--- config.mk ---
export PLATFORM = sky130hd
export DESIGN_NAME = rdma_port
export DESIGN_NICKNAME = d
export VERILOG_FILES = /design/src/rtl/rdma_pkg.sv /design/src/rtl/rdma_window.sv /design/src/rtl/rdma_regs.sv /design/src/rtl/rdma_seq.sv /design/src/rtl/rdma_port.sv
export SDC_FILE = /design/constraint.sdc
export NUM_CORES = 1
export LEC_CHECK = 0
export ABC_AREA = 1
export BUFFER_PORTS_ARGS = -buffer_cell sky130_fd_sc_hd__clkbuf_2
export CORE_MARGIN = 4
export CORE_UTILIZATION = 35
export DETAILED_ROUTE_END_ITERATION = 8
export PLACE_DENSITY_LB_ADDON = 0.15
export SYNTH_ARGS = -nofsm -noshare
export SYNTH_HDL_FRONTEND = slang
export SYNTH_SLANG_ARGS = --single-unit
export TNS_END_PERCENT = 5
--- constraint.sdc ---
create_clock -name clk -period 5 [get_ports clk]
set_input_delay 0.25 -clock clk [delete_from_list [all_inputs] [get_ports clk]]
set_output_delay 0.25 -clock clk [all_outputs]
set_load 0.02 [all_outputs]
--- src/rtl/rdma_pkg.sv ---
// Shared constants and types for the remote DMA data port.
// Assumes a 4-bit register select and an 8-bit register data path.
package rdma_pkg;
    localparam logic [3:0] RA_CMD     = 4'h0;
    localparam logic [3:0] RA_RING_LO = 4'h1;
    localparam logic [3:0] RA_RING_HI = 4'h2;
    localparam logic [3:0] RA_PTR_LO  = 4'h3;
    localparam logic [3:0] RA_PTR_HI  = 4'h4;
    localparam logic [3:0] RA_LEN_LO  = 4'h5;
    localparam logic [3:0] RA_LEN_HI  = 4'h6;
    localparam logic [3:0] RA_CFG     = 4'h7;
    localparam logic [3:0] RA_STAT    = 4'h8;

    localparam int CMD_HALT  = 0;
    localparam int CMD_RD    = 3;
    localparam int CMD_WR    = 4;
    localparam int STAT_DONE = 6;

    typedef enum logic [1:0] {
        SQ_IDLE  = 2'd0,
        SQ_ISSUE = 2'd1,
        SQ_FIN   = 2'd2,
        SQ_RESP  = 2'd3
    } sq_state_t;
endpackage

--- src/rtl/rdma_window.sv ---
// Memory window decode: says whether a base address is backed by memory.
// Assumes both windows lie inside the AW-bit address space.
module rdma_window #(
    parameter int AW         = 16,
    parameter int PROM_BYTES = 32,
    parameter int MAIN_LO    = 16384,
    parameter int MAIN_HI    = 49152
) (
    input  logic [AW-1:0] addr,
    output logic          hit
);
    localparam int PAD = 32 - AW;

    logic [31:0] addr_w;

    // Widen the address and compare it against both windows.
    always_comb begin
        addr_w = {{PAD{1'b0}}, addr};
        hit = (addr_w < 32'(PROM_BYTES)) ||
              ((addr_w >= 32'(MAIN_LO)) && (addr_w < 32'(MAIN_HI)));
    end
endmodule

--- src/rtl/rdma_regs.sv ---
// Host-visible registers: current address, remaining count, ring pages,
// configuration and the DMA-complete flag. Applies one step per finished
// data-port access. A step takes precedence over a register write to the
// same field in the same cycle.
module rdma_regs
    import rdma_pkg::*;
#(
    parameter int AW = 16
) (
    input  logic          clk,
    input  logic          rst_n,
    input  logic          reg_wr,
    input  logic [3:0]    reg_addr,
    input  logic [7:0]    reg_wdata,
    output logic [7:0]    reg_rdata,
    input  logic          step_en,
    input  logic [2:0]    step_len,
    output logic [AW-1:0] cur_addr,
    output logic [AW-1:0] remain,
    output logic          word_mode,
    output logic          done
);
    localparam int PW = AW - 8;

    logic [PW-1:0] ring_start, ring_stop;
    logic [AW-1:0] start_addr, stop_addr, next_addr, step_w;
    logic          cmd_zero;

    // Derive the ring addresses, the stepped address and the zero-count command.
    always_comb begin
        start_addr = {ring_start, 8'h00};
        stop_addr  = {ring_stop, 8'h00};
        step_w     = AW'(step_len);
        next_addr  = cur_addr + step_w;
        cmd_zero   = reg_wr && (reg_addr == RA_CMD) && !reg_wdata[CMD_HALT] &&
                     (reg_wdata[CMD_RD] || reg_wdata[CMD_WR]) && (remain == '0);
    end

    // Register writes, then the step update, then the status set.
    always_ff @(posedge clk) begin
        if (!rst_n) begin
            cur_addr   <= '0;
            remain     <= '0;
            ring_start <= '0;
            ring_stop  <= '0;
            word_mode  <= 1'b0;
            done       <= 1'b0;
        end else begin
            if (reg_wr) begin
                case (reg_addr)
                    RA_RING_LO: ring_start <= reg_wdata[PW-1:0];
                    RA_RING_HI: ring_stop  <= reg_wdata[PW-1:0];
                    RA_PTR_LO:  cur_addr[7:0]    <= reg_wdata;
                    RA_PTR_HI:  cur_addr[AW-1:8] <= reg_wdata[PW-1:0];
                    RA_LEN_LO:  remain[7:0]      <= reg_wdata;
                    RA_LEN_HI:  remain[AW-1:8]   <= reg_wdata[PW-1:0];
                    RA_CFG:     word_mode  <= reg_wdata[0];
                    RA_STAT:    if (reg_wdata[STAT_DONE]) done <= 1'b0;
                    default: ;
                endcase
            end
            if (step_en) begin
                cur_addr <= (next_addr == stop_addr) ? start_addr : next_addr;
                if (remain <= step_w) begin
                    remain <= '0;
                    done   <= 1'b1;
                end else begin
                    remain <= remain - step_w;
                end
            end
            if (cmd_zero) done <= 1'b1;
        end
    end

    // Read mux for the host register port.
    always_comb begin
        case (reg_addr)
            RA_PTR_LO: reg_rdata = cur_addr[7:0];
            RA_PTR_HI: reg_rdata = 8'(cur_addr[AW-1:8]);
            RA_STAT:   reg_rdata = {1'b0, done, 6'b0};
            default:   reg_rdata = 8'h00;
        endcase
    end

    // A zero count stays zero unless the host rewrites it.
    assert_len_sticky_R3: assert property (@(posedge clk) disable iff (!rst_n)
        (remain == '0 && !(reg_wr && (reg_addr == RA_LEN_LO || reg_addr == RA_LEN_HI)))
        |=> remain == '0);

    // A step never leaves the address on the ring stop address.
    assert_wrap_R2: assert property (@(posedge clk) disable iff (!rst_n)
        (step_en && !reg_wr && ring_start != ring_stop) |=> cur_addr != stop_addr);

    // DMA-complete only rises after a step or a register write.
    assert_done_src_R5: assert property (@(posedge clk) disable iff (!rst_n)
        $rose(done) |-> $past(step_en || reg_wr));
endmodule

--- src/rtl/rdma_seq.sv ---
// Data-port sequencer: accepts an access, splits it into byte cycles on a
// synchronous RAM with one cycle of read latency, and gathers the read bytes
// in little-endian order. Assumes dp_valid and its qualifiers are held until
// dp_ready.
module rdma_seq
    import rdma_pkg::*;
#(
    parameter int AW         = 16,
    parameter int PROM_BYTES = 32,
    parameter int MAIN_LO    = 16384,
    parameter int MAIN_HI    = 49152
) (
    input  logic          clk,
    input  logic          rst_n,
    input  logic          dp_valid,
    input  logic          dp_write,
    input  logic          dp_long,
    input  logic [31:0]   dp_wdata,
    output logic          dp_ready,
    output logic [31:0]   dp_rdata,
    input  logic          word_mode,
    input  logic [AW-1:0] cur_addr,
    input  logic [AW-1:0] remain,
    output logic          mem_en,
    output logic          mem_we,
    output logic [AW-1:0] mem_addr,
    output logic [7:0]    mem_wdata,
    input  logic [7:0]    mem_rdata,
    output logic          step_en,
    output logic [2:0]    step_len
);
    sq_state_t     state;
    logic [1:0]    idx, rd_idx;
    logic [2:0]    nbytes, len_now;
    logic [AW-1:0] base, base_now;
    logic          hit, hit_now, wr, skipped, skip_now, rd_pend;
    logic [31:0]   wbuf, rbuf, fill;

    // Work out the size, base and fate of the access offered now.
    always_comb begin
        len_now  = dp_long ? 3'd4 : (word_mode ? 3'd2 : 3'd1);
        base_now = (len_now == 3'd1) ? cur_addr : {cur_addr[AW-1:1], 1'b0};
        skip_now = dp_write && (remain == '0);
    end

    rdma_window #(
        .AW(AW), .PROM_BYTES(PROM_BYTES), .MAIN_LO(MAIN_LO), .MAIN_HI(MAIN_HI)
    ) u_window (
        .addr (base_now),
        .hit  (hit_now)
    );

    // State machine: accept, issue byte cycles, drain, respond.
    always_ff @(posedge clk) begin
        if (!rst_n) begin
            state   <= SQ_IDLE;
            idx     <= '0;
            nbytes  <= 3'd1;
            base    <= '0;
            hit     <= 1'b0;
            wr      <= 1'b0;
            skipped <= 1'b0;
            wbuf    <= '0;
        end else begin
            case (state)
                SQ_IDLE: if (dp_valid) begin
                    nbytes  <= len_now;
                    base    <= base_now;
                    hit     <= hit_now;
                    wr      <= dp_write;
                    wbuf    <= dp_wdata;
                    idx     <= '0;
                    skipped <= skip_now;
                    state   <= skip_now ? SQ_RESP : SQ_ISSUE;
                end
                SQ_ISSUE: begin
                    idx <= idx + 2'd1;
                    if (idx == 2'(nbytes - 3'd1)) state <= SQ_FIN;
                end
                SQ_FIN:  state <= SQ_RESP;
                default: state <= SQ_IDLE;
            endcase
        end
    end

    // Capture each read byte one cycle after its memory cycle.
    always_ff @(posedge clk) begin
        if (!rst_n) begin
            rd_pend <= 1'b0;
            rd_idx  <= '0;
            rbuf    <= '0;
        end else begin
            rd_pend <= (state == SQ_ISSUE);
            rd_idx  <= idx;
            if (rd_pend) rbuf[{rd_idx, 3'b000} +: 8] <= mem_rdata;
        end
    end

    // Drive the memory port, the response and the register step.
    always_comb begin
        mem_en    = (state == SQ_ISSUE) && hit;
        mem_we    = wr;
        mem_addr  = base + AW'(idx);
        mem_wdata = wbuf[{idx, 3'b000} +: 8];
        dp_ready  = (state == SQ_RESP);
        fill      = hit ? rbuf : 32'hFFFF_FFFF;
        case (nbytes)
            3'd1:    dp_rdata = {24'h0, fill[7:0]};
            3'd2:    dp_rdata = {16'h0, fill[15:0]};
            default: dp_rdata = fill;
        endcase
        step_en   = (state == SQ_RESP) && !skipped;
        step_len  = nbytes;
    end

    // The response lasts exactly one cycle.
    assert_ready_pulse_R9: assert property (@(posedge clk) disable iff (!rst_n)
        dp_ready |=> !dp_ready);

    // No memory write is issued while the count is zero.
    assert_no_write_at_zero_R4: assert property (@(posedge clk) disable iff (!rst_n)
        (mem_en && mem_we) |-> remain != '0);

    // A step always moves 1, 2 or 4 bytes.
    assert_step_size_R1: assert property (@(posedge clk) disable iff (!rst_n)
        step_en |-> $countones(step_len) == 1);
endmodule

--- src/rtl/rdma_port.sv ---
// Top level of the remote DMA data port: host registers plus the byte
// sequencer in front of a byte-wide synchronous RAM. Bus decode and interrupt
// routing are handled outside this block.
module rdma_port #(
    parameter int AW         = 16,
    parameter int PROM_BYTES = 32,
    parameter int MAIN_LO    = 16384,
    parameter int MAIN_HI    = 49152
) (
    input  logic          clk,
    input  logic          rst_n,
    input  logic          reg_wr,
    input  logic [3:0]    reg_addr,
    input  logic [7:0]    reg_wdata,
    output logic [7:0]    reg_rdata,
    input  logic          dp_valid,
    input  logic          dp_write,
    input  logic          dp_long,
    input  logic [31:0]   dp_wdata,
    output logic          dp_ready,
    output logic [31:0]   dp_rdata,
    output logic          mem_en,
    output logic          mem_we,
    output logic [AW-1:0] mem_addr,
    output logic [7:0]    mem_wdata,
    input  logic [7:0]    mem_rdata,
    output logic          dma_done
);
    logic [AW-1:0] cur_addr, remain;
    logic          word_mode, step_en;
    logic [2:0]    step_len;

    rdma_regs #(.AW(AW)) u_regs (
        .clk       (clk),
        .rst_n     (rst_n),
        .reg_wr    (reg_wr),
        .reg_addr  (reg_addr),
        .reg_wdata (reg_wdata),
        .reg_rdata (reg_rdata),
        .step_en   (step_en),
        .step_len  (step_len),
        .cur_addr  (cur_addr),
        .remain    (remain),
        .word_mode (word_mode),
        .done      (dma_done)
    );

    rdma_seq #(
        .AW(AW), .PROM_BYTES(PROM_BYTES), .MAIN_LO(MAIN_LO), .MAIN_HI(MAIN_HI)
    ) u_seq (
        .clk       (clk),
        .rst_n     (rst_n),
        .dp_valid  (dp_valid),
        .dp_write  (dp_write),
        .dp_long   (dp_long),
        .dp_wdata  (dp_wdata),
        .dp_ready  (dp_ready),
        .dp_rdata  (dp_rdata),
        .word_mode (word_mode),
        .cur_addr  (cur_addr),
        .remain    (remain),
        .mem_en    (mem_en),
        .mem_we    (mem_we),
        .mem_addr  (mem_addr),
        .mem_wdata (mem_wdata),
        .mem_rdata (mem_rdata),
        .step_en   (step_en),
        .step_len  (step_len)
    );
endmodule

==> reports/metrics.csv, run 1 <==
metric,value,unit
routed vias,7453,
max cap viols,0,
Ys Warns,0,
Worst EP required,4750,ps
syn nets,1204,
TritonCTS clock tree,yes,
Post-synth EDFFs,0,
Finished Layout Cells,1520,
Reg-to-Reg End,u_regs.remain[3],
Synth cell types,41,
post-CTS sizing,0,
Slew Limit Fails,0,
CTS Hold Bufs,0,
Total Wirelength,22.1,mm
"reg-to-reg slack, setup",2370,ps
Worst Hold Launch,dp_wdata[20],
HP Class,input pin to flop,
area grow syn2layout,18.7,%
skew final,9.42,ps
htree depth,4,
Psw,1.80,mW
largest net degree at the start of global routing,103,
"top cells by count, synth","192 x nand2_1, 182 x nor2_1, 143 x dfxtp_1",
reg-to-reg startpoint,u_seq.step_len[0],
first-pass GRT wire length,36.2,mm
port bufs,125,
Yosys reg bits,143,
Nets,1313,
Initial Utilization,35.9,%
DIE AREA,0.0241,mm^2
power density cells,482,mW/mm^2
Sw Share,41.3,%
worst skew pair latency,430,ps
CP Launch Type,flop,
sequential share of power,33.8,%
Worst setup EP type,output pin,
crit path from,u_seq.idx[0],
DRT iter0 DRCs,430,
total core area,0.0212,mm^2
Horiz. Die Dim,155,um
Comb pwr share,38.1,%
First-pass DRT Iterations,5,
grt total ovfl,0,
Max Root-Sink Buffers,2,
Post-DP Area,0.00846,mm^2
Num CTS Buffers,17,
GRT Overall Usage,18.4,%
Clock Sink Count,143,
Root Driver,clkbuf_16,
IO Pins,126,
status,"complete, no violations",
FMAX,296,MHz
Async SR Flop Fraction,0,%
CP Data Arrival Time,3130,ps
Finish-stage setup viols,0,
# diodes,0,
Final GP Congestion,0.843,
min Tclk post-route,3380,ps
Routed Antenna Nets,0,
vias in the first global route,7172,
top_reg_cell synth,dfxtp_1,
top-area cell type share of the netlist area,37.7,%
WL/cell,14.5,um
Worst Hold Path EP,u_seq.wbuf[20],
Static Leakage,4.17,nW
"area leader, netlist",dfxtp_1,
Cells after DPL,1489,
crit path max fanout,20,
Hold Path Depth,3,
synth top area cells,"dfxtp_1 38%, nand2_1 9.5%, o21ai_0 9.0%, nor2_1 9.0%, inv_1 6.1%",
clk slew on worst S/H paths,60,ps
Final Instance Area,0.00901,mm^2
Clk network pwr share,28.1,%
Worst Tran Pin Value,962,ps
dpl hpwl,16.2,mm
worst r2r path cells,13,
Die H,155,um
RSZ-0062 raised after global routing,false,
Cells after Synth,1124,
Tcrit/Tclk final,67.6,%
"Seq/Total Area, Yosys",37.7,%
internal power,2.55,mW
Final Hold Vio Count,0,
layout cells sized above 1,15.7,%
"Cell Area, Synth",0.00760,mm^2
aggregate negative setup slack,0,ps
initial antenna violation count,0,
most common cell in the netlist,nand2_1,
DRC,0,
Max rail drop VDD,0.208,mV
"Avg Cell Area, Syn",6.76,um^2
slew margin rel.,35.4,%
Setup CP Type,flop to output pin,
post-DR vias/cell,4.90,
post-CTS setup buffers,0,
Cell Rows,53,
registers in the layout (all words and copies together), names as in the netlist:
name	flops
u_regs.ring_start	8
u_seq.idx	2
u_seq.base	16
u_seq.skipped	1
u_seq.state	2
u_regs.remain	16
u_seq.rbuf	32
u_regs.done	1
u_seq.rd_idx	2
u_seq.rd_pend	1
u_seq.step_len	3
u_seq.hit	1
u_regs.cur_addr	16
u_seq.wbuf	32
u_regs.word_mode	1
u_seq.mem_we	1
u_regs.ring_stop	8
logic make-up after synthesis:
kind of cell | share of synthesized area (%)
compound gates | 19.2
xor+xnor | 3.76
fa+ha+maj | 3.92
buf+inv | 8.43
flops | 37.7
simple gates | 27.0
power by group through the flow:
stage / Combinational [mW] / Clock (mW) / Sequential, mW
after floorplan: 1.22 / 0 / 1.43
after CTS: 1.67 / 1.25 / 1.47
final: 1.65 / 1.22 / 1.47
after global routing: 1.88 / 1.30 / 1.50
after detailed placement: 1.67 / 0 / 1.49
after global placement: 1.66 / 0 / 1.49
final cells by class:
cell class	count	area, um^2
tap	275	344
sequential	143	2860
inverter	127	478
clock buffer	17	425
clock inverter	14	130
timing repair buffer	132	678
multi-input combinational	812	4100
fill	2310	12100
per-stage QoR:
step	hold WS [ps]	total power, mW	util [%]	worst slack, ps
after floorplan	395	2.65	-	2370
after global placement	450	3.15	40.0	2040
after detailed placement	453	3.16	40.0	1980
after CTS	63.3	4.39	42.6	1520
after global routing	75.8	4.67	42.6	1180
final	71.4	4.34	42.6	1620
per-layer routing:
metal  up-vias  wire (um)  GRT usage [%]
met5         -          0              0
met4         0        295           5.29
met3        21       1090           3.50
met2       168       9850           29.0
met1      3378      10800           25.7
li1       3886          -              -
how the worst max path moves through the flow:
stage | end | slack (ps) | depth (start not counted)
final | mem_addr[14] | 1620 | 11
after global routing | mem_addr[15] | 1180 | 12
after CTS | mem_addr[14] | 1520 | 11
after detailed placement | mem_addr[14] | 1980 | 11
after global placement | mem_addr[14] | 2040 | 11
after floorplan | mem_addr[14] | 2370 | 11
worst max-delay path, cell delays in order (launching register included):
cell	delay, ps
dfxtp_1	730
ha_1	280
inv_1	50
fa_1	430
nor2_1	190
nand3_1	120
nor2_1	140
nand4_1	140
nor2_1	180
nand3_1	110
xor2_1	140
clkbuf_2	180
cell usage in the layout (no fill, tap or decap), types with 2 or more instances in the layout:
cell	instances
a211oi_1	2
a21oi_1	92
a31oi_1	12
buf_4	7
clkbuf_16	17
clkbuf_2	125
clkinv_2	4
clkinvlp_4	2
dfxtp_1	143
fa_1	3
ha_1	19
inv_1	124
inv_2	2
inv_6	7
nand2_1	192
nand2_2	7
nand3_1	61
nand3b_1	2
nand4_1	4
nor2_1	181
nor2_2	5
nor2_4	2
nor2_8	2
nor3_1	12
nor4_1	3
o211ai_1	2
o21a_1	2
o21ai_0	137
o21ai_1	3
o21bai_1	7
o22ai_1	12
or2_2	10
xnor2_1	8
xor2_1	22
Power figures use the tool's default switching activity.
==> inputs of run 2 (changes only) <==
ABC_AREA = 0   (was 1)
clock period = 2.7 ns   (was 5 ns; I/O delays follow)
==> run 2 against run 1 <==
  * The run now ends with setup timing left
  * Via count decreased by 2.5%
  * Global-route usage increased by 0.37 points
  * Worst hold slack got worse by 58 ps
  * Core utilization increased by 3.2 points
  * Register-to-register slack got worse by 2400 ps
  * Combinational power increased by 77%
  * Sequential share of layout area decreased by 3.5 points
  * Clock-buffer cell count increased by 1
  * Final area increased by 12%
  * Clock power increased by 93%
  * Sequential cell count unchanged
  * Synthesized cell count decreased by 15%
==> reports/metrics.csv, run 2 <==
metric,value,unit
status,"finished, violations left",
failing checks,setup timing,
top flop regs,"u_seq.rbuf (32), u_seq.wbuf (32)",
DIE AREA,0.0252,mm^2
Cells after Synth,952,
HP Class,input pin to flop,
crit path max fanout,4,
RSZ-0062 raised after global routing,true,
skew final,8.67,ps
post-DR vias/cell,5.14,
Nets,1200,
Slew Limit Fails,0,
CP Launch Type,flop,
FMAX,365,MHz
First-pass DRT Iterations,5,
largest net degree at the start of global routing,55,
Ys Warns,0,
power density cells,774,mW/mm^2
"area leader, netlist",dfxtp_1,
Worst Tran Pin Value,816,ps
Final Hold Vio Count,0,
Horiz. Die Dim,159,um
metal1 wirelength,10.6,mm
Total Wirelength,23.7,mm
total core area,0.0221,mm^2
CP Data Arrival Time,3090,ps
Worst EP required,3050,ps
aggregate negative setup slack,-37.1,ps
syn nets,1032,
Post-synth EDFFs,0,
max cap viols,0,
"commonest non-fill, non-tap cells in the layout","163 x nand2_1, 141 x dfxtp_1, 122 x clkbuf_2, 70 x nor2b_1, 57 x a21boi_0",
DR WL met3,1.12,mm
top-area cell type share of the netlist area,36.0,%
Synth cell types,74,
IO Pins,126,
worst skew pair latency,430,ps
Max Root-Sink Buffers,2,
crit path from,u_regs.cur_addr[0],
Reg-to-Reg End,u_regs.cur_addr[15],
CP Capture Point,u_regs.cur_addr[15],
Final GP Congestion,0.868,
Setup CP Type,flop to flop,
"Seq/Total Area, Yosys",36.0,%
grt total ovfl,0,
DRC,0,
first-pass GRT wire length,37.3,mm
slew margin rel.,45.5,%
Tcrit/Tclk final,101,%
synth top area cells,"dfxtp_1 36%, nand2_1 7.7%, nor2b_1 5.5%, a21boi_0 5.4%, a22oi_1 5.1%",
Tot Pwr,7.84,mW
WL met2,11.4,mm
htree depth,4,
dpl hpwl,17.3,mm
"most common cell after layout, fill and taps aside",nand2_1,
Yosys reg bits,143,
clk slew on worst S/H paths,60,ps
Static Leakage,4.10,nW
Clock Sink Count,143,
"Cell Area, Synth",0.00794,mm^2
Cell Rows,54,
top_reg_cell synth,dfxtp_1,
Routed Antenna Nets,0,
layout cells sized above 1,23.3,%
worst r2r path cells,10,
Async SR Flop Fraction,0,%
Initial Utilization,36.0,%
WL/cell,16.8,um
initial antenna violation count,0,
vias in the first global route,6993,
"reg-to-reg slack, setup",-40,ps
GRT Overall Usage,18.8,%
Die H,159,um
DR top layer,met4,
Root Driver,clkbuf_16,
area grow syn2layout,27.5,%
reg-to-reg startpoint,u_regs.cur_addr[0],
Num CTS Buffers,17,
Setup WS post-layout,-37.1,ps
routed vias,7263,
"top cells by count, synth","164 x nand2_1, 143 x dfxtp_1, 70 x nor2b_1",
"Avg Cell Area, Syn",8.34,um^2
DRT iter0 DRCs,365,
Finish-stage setup viols,1,
min Tclk post-route,2740,ps
port bufs,125,
Worst setup EP type,flop,
# diodes,0,
Max rail drop VDD,0.398,mV
TritonCTS clock tree,yes,
most common cell in the netlist,nand2_1,
run 2: worst max-delay path, stage by stage (launching register included):
cell and delay, ps:
dfxtp_1 340, ha_4 180, fa_2 450, a21oi_4 250
nor2_4 70, or3_1 320, a22oi_2 150, and4bb_4 250
and2_4 190, mux2_4 320, a31oi_4 150
run 2: report_power, final:
group,internal [mW],switching [mW]
combinational,1.15,1.77
clock,1.30,1.05
sequential,2.34,0.235
run 2: how the worst min path moves through the flow:
| stage | start | to | slack (ps) | cells past startpoint |
|---|---|---|---|---|
| after CTS | mem_rdata[2] | u_seq.rbuf[18] | 9 | 3 |
| final | reg_wdata[7] | u_regs.ring_stop[7] | 10 | 3 |
| after global routing | reg_wdata[7] | u_regs.ring_stop[7] | 20 | 3 |
| after global placement | dp_wdata[30] | u_seq.wbuf[30] | 370 | 3 |
| after floorplan | dp_write | u_seq.mem_we | 280 | 2 |
| after detailed placement | dp_wdata[22] | u_seq.wbuf[22] | 380 | 3 |
run 2: metrics by stage:
stage / hold WS (ps) / instance area (um^2) / std cells / utilization [%] / setup WS [ps]
finish: 13.5 / 10100 / 1413 / 45.9 / -37.1
global route: 19.5 / 10100 / 1413 / 45.9 / -95.6
CTS: 8.51 / 10000 / 1410 / 45.3 / 0.0222
detailed placement: 378 / 9060 / 1341 / 41.0 / -52.9
global placement: 371 / 9060 / 1341 / 41.0 / -26.0
floorplan: 280 / 7960 / 952 / - / 19.3
run 2: cells by family (layout without fill, tap and decap cells):
family	Yosys count	in the layout	share of synthesized area, %
flip-flops	143	143	36.0
XOR/XNOR	34	34	4.11
multiplexers	29	29	5.04
buffers and inverters	102	283	5.29
AND/OR/NAND/NOR	370	370	23.9
adder cells (fa/ha/maj)	22	22	3.75
AO/OA/AOI/OAI	252	252	21.8
run 2: what timing repair did:
| item | 4_1_cts | 5_1_grt |
|---|---|---|
| endpoints found under the hold margin | 35 | 0 |
| pin swaps | 4 | 13 |
| endpoints found under the setup margin | 5 | 13 |
| buffers inserted | 3 | 3 |
| hold buffers | 34 | 0 |
| gates resized for setup | 5 | 20 |
run 2: area by class of cell:
class | count | area, um^2
inverters | 39 | 146
well taps | 280 | 350
clock inverters | 14 | 146
clock buffers | 18 | 429
repair buffers | 212 | 1410
fillers | 2185 | 12000
multi-input cells | 707 | 4790
flip-flops and latches | 143 | 2870
run 2: layer usage:
metal	global-route usage [%]	vias up
li1	-	3644
met1	24.6	3417
met2	31.2	174
met3	3.72	28
met4	5.93	0
met5	0	-
